`src/rtl/bus_chip_select.sv`:
```
module bus_chip_select #(
  parameter int AW = 24,
  parameter int NDEV = 3,
  parameter int SPW = 5,
  parameter int TOP_BITS = 2,
  parameter bit FULL_DECODE = 1'b1,
  parameter logic [NDEV*AW-1:0] DEV_BASE = {24'h800000, 24'h480000, 24'h000000},
  parameter logic [NDEV*SPW-1:0] DEV_SPAN = {5'd5, 5'd17, 5'd15}
) (
  input  logic            as_n,
  input  logic [AW-1:1]   addr,
  input  logic            uds_n,
  input  logic            lds_n,
  input  logic            rw,
  output logic [NDEV-1:0] cs_n,
  output logic            upper_rd_n,
  output logic            lower_rd_n,
  output logic            upper_wr_n,
  output logic            lower_wr_n
);

  logic [NDEV-1:0] hit;

  for (genvar g = 0; g < NDEV; g++) begin : g_dev
    if (FULL_DECODE) begin : g_full
      localparam int SP = int'(DEV_SPAN[g*SPW +: SPW]);
      localparam logic [AW-1:0] BASE = DEV_BASE[g*AW +: AW];
      assign hit[g] = (addr[AW-1:SP] == BASE[AW-1:SP]);
    end else begin : g_part
      assign hit[g] = (addr[AW-1:AW-TOP_BITS] == TOP_BITS'(g));
    end
  end

  always_comb begin
    logic sel;
    cs_n = ~(hit & {NDEV{~as_n}});
    sel = ~&cs_n;
    upper_rd_n = ~(sel & ~uds_n & rw);
    lower_rd_n = ~(sel & ~lds_n & rw);
    upper_wr_n = ~(sel & ~uds_n & ~rw);
    lower_wr_n = ~(sel & ~lds_n & ~rw);


    idle_cs_chk: assert (!as_n || (&cs_n && upper_rd_n && lower_rd_n && upper_wr_n && lower_wr_n));

    one_sel_chk: assert ($onehot0(~cs_n));

    top_unused_chk: assert (FULL_DECODE || !(&addr[AW-1:AW-TOP_BITS]) || &cs_n);

    strobe_gate_chk: assert (!(&cs_n) || (upper_rd_n && lower_rd_n && upper_wr_n && lower_wr_n));

    rd_wr_excl_chk: assert ((upper_rd_n && lower_rd_n) || (upper_wr_n && lower_wr_n));
  end

endmodule

```
`config.mk`:
```
export PLATFORM = sky130hd
export DESIGN_NAME = bus_chip_select
export DESIGN_NICKNAME = d
export VERILOG_FILES = /design/src/rtl/bus_chip_select.sv
export SDC_FILE = /design/constraint.sdc
export NUM_CORES = 1
export LEC_CHECK = 0
export BUFFER_PORTS_ARGS = -buffer_cell sky130_fd_sc_hd__buf_4
export CORE_AREA = 2 2 39 41
export DETAILED_ROUTE_END_ITERATION = 10
export DIE_AREA = 0 0 41 43
export PLACE_DENSITY = 0.49
export SLEW_MARGIN = 20
export SYNTH_ARGS = -nofsm -noshare
export SYNTH_HDL_FRONTEND = slang
export SYNTH_SLANG_ARGS = --single-unit
export TNS_END_PERCENT = 50
```
`constraint.sdc`:
```
create_clock -name vclk -period 0.9
set_input_delay 0.09 -clock vclk [all_inputs]
set_output_delay 0.09 -clock vclk [all_outputs]
set_load 0.01 [all_outputs]
```
==> summary.md <==
| Metric | Value |
|---|---|
| Worst Hold Path Cells | 4 |
| Multiplexer share of the synthesized area | 0% |
| Syn-to-layout area delta | 233% |
| Slowest cell delay on critical path | 0.31 ns |
| Failing checks | setup timing |
| 1st-iter DRT viols | 2 |
| Adder-Cell Fraction of Synth Area | 0% |
| Cells along the critical path | buf_6 > nor4_4 > nand2b_1 > o22ai_2 > nand3b_1 > buf_4 |
| Synth Area in XOR/XNOR | 0% |
| Final Util | 36.2% |
| Max Slew Vio Count | 0 |
| Post-Synthesis Cells | 24 |
| Fillcell total | 154 |
| Hold_sp | lds_n |
| Vias | 303 |
| M3 GR Usage | 0% |
| Fmax achieved | 0.847 GHz |
| Compound-gate portion of the synthesized area | 11.7% |
| Top cells by count, synth | 5 x nand2_1, 4 x nor2_1, 2 x nand3_1, 2 x nand3b_1, 2 x nor4_1 |
| Vias per inst | 4.09 |
| Starting density of the core | 10.8% |
| Die area | 1760 sq um |
| Max Cap Viol | 0 |
| Pint | 94.8 uW |
| Lkg Pwr | 0.205 nW |
| WP data arrival | 1.09 ns |
| IO Port Bufs | 30 |
| Crit path kind | input pin to output pin |
| TNS Setup | -1.53 ns |
| Die Y | 43 um |
| Horiz. Die Dim | 41 um |
| Most common cell in the netlist | nand2_1 |
| Area of placed instances | 430 sq um |
| WP data required | 0.81 ns |
| Synth top area cells | nor4_4 14%, nand2_1 13%, nand3b_1 10% |
| Endpoints failing hold | 0 |
| Logic pwr share | 100.0% |
| Routing usage on met1 | 10.8% |
| Finished Cell Area | 500 sq um |
| Slowest CP cell | nor4_4 |
| Post-CTS Hold Fix Bufs | 0 |
| Tot GR Track Use | 8.59% |
| Final layout net count | 87 |
| Antenna diode count | 0 |
| Post-Syn Nets | 51 |
| Clkbuf count | 0 |
| Kind of cell adding the most delay to the critical path | simple AND/OR/NAND/NOR gates |
| Initial antenna violation count | 0 |
| Met2 GRT Util | 16.3% |
| Dpl ws | -0.342 ns |
| Worst path bufs/invs | 2 |
| Yosys cell types | 14 |
| Hold Path Class | input pin to output pin |
| Share of cells above drive strength 1 | 69.0% |
| Simple-gate portion of the synthesized area | 88.3% |
| Final Non-Filler Cells | 74 |
| DRC | 0 |
| Avg Cell Area, Syn | 6.26 sq um |
| FF/Latch Area | 0 sq um |
| Status | finished with violations |
| Crit path launch type | input pin |
| Final worst setup slack | -0.280 ns |
| Largest net degree at the start of global routing | 5 |
| Seq/Total Area, Yosys | 0% |
| Hold WS | 0.450 ns |
| CP max FO | 4 |
| Vias in the first global route | 273 |
| Psw | 51.3 uW |
| Post-layout min period | 1.18 ns |
| Placed cell count | 73 |
| Hold Path Sink | lower_wr_n |
| PwrDens | 292 nW/um^2 |
| Seq cells | 0 |
| CP Launch Point | addr[20] |
| Slew margin rel. | 80.9% |
| Post-route ant nets | 0 |
| Final period util | 131% |
| RSZ-0062 raised after global routing | yes |
| Sw Share | 35.1% |
| Cell taking the most area after synthesis | nor4_4 |
| Clk pwr share | 0% |
| Crit path capture type | output pin |
| Gr busiest metal | met2 |
| Setup violators final | 7 |
| # rows | 14 |
| Post-synth top area share | 14.2% |
| Io pins | 34 |
| WL final | 684 um |
| Global-route wire length before repair | 1080 um |
| Gr ovfl total | 0 |
| VDD IR max | 0.117 mV |
| Drt first pass iters | 4 |
| Synth Warn # | 0 |
| Least-Margin Pin Slew | 0.286 ns |
| Largest family of logic cells by synthesized area | simple AND/OR/NAND/NOR gates |
| Synthesized cell area | 150 sq um |
| RePlAce Congestion | 0.676 |
| Area of the core | 1380 sq um |
| Part of the power in registers | 0% |
| Drt wl/cell | 9.24 um |
| Total power | 146 uW |
-- cell usage in the layout, fill, tap and decap left out --
master	instances
nand2b_1	1
nand3b_1	2
nand2_1	5
buf_4	27
nor3_4	1
nor3b_1	1
buf_6	7
and3b_1	1
o22ai_2	1
a21oi_1	1
nor2b_4	1
nand3_1	2
nor4_4	3
nand4_1	1
nor2_1	4
-- power groups by stage --
stage	Clock, mW	Sequential [mW]	Combinational (mW)
2_1_floorplan	0	0	0.0221
4_1_cts	0	0	0.143
5_1_grt	0	0	0.159
3_3_place_gp	0	0	0.121
3_5_place_dp	0	0	0.124
6_report	0	0	0.146
-- kinds of logic after synthesis --
kind of cell     Yosys count
AO/OA/AOI/OAI              2
AND/OR/NAND/NOR           22
-- layer usage --
| metal | vias to the layer above | wire, um |
|---|---|---|
| li1 | 159 | - |
| met1 | 129 | 242 |
| met2 | 15 | 381 |
| met3 | 0 | 60 |
| met4 | 0 | 0 |
| met5 | - | 0 |
-- worst max path at each step --
stage                     slack, ns          to  cells after the start
final                         -0.28  upper_rd_n                      6
after global routing          -0.41  upper_rd_n                      6
after CTS                     -0.32  lower_rd_n                      6
after detailed placement      -0.34  lower_rd_n                      6
after global placement        -0.31  lower_rd_n                      6
after floorplan               -0.03  lower_rd_n                      4
-- cell type report --
cell class	count	area, sq um	area share [%]
Timing Repair Buffer	34	282	56.2
Multi-Input combinational cell	24	199	39.8
Tap cell	16	20.0	4.00
-- repair_timing --
action,4_1_cts,5_1_grt
resized for setup,9,4
pin swaps,5,7
endpoints found under the setup margin,7,7
buffers inserted,1,0
Note: power is estimated with default switching activity, not from simulation.
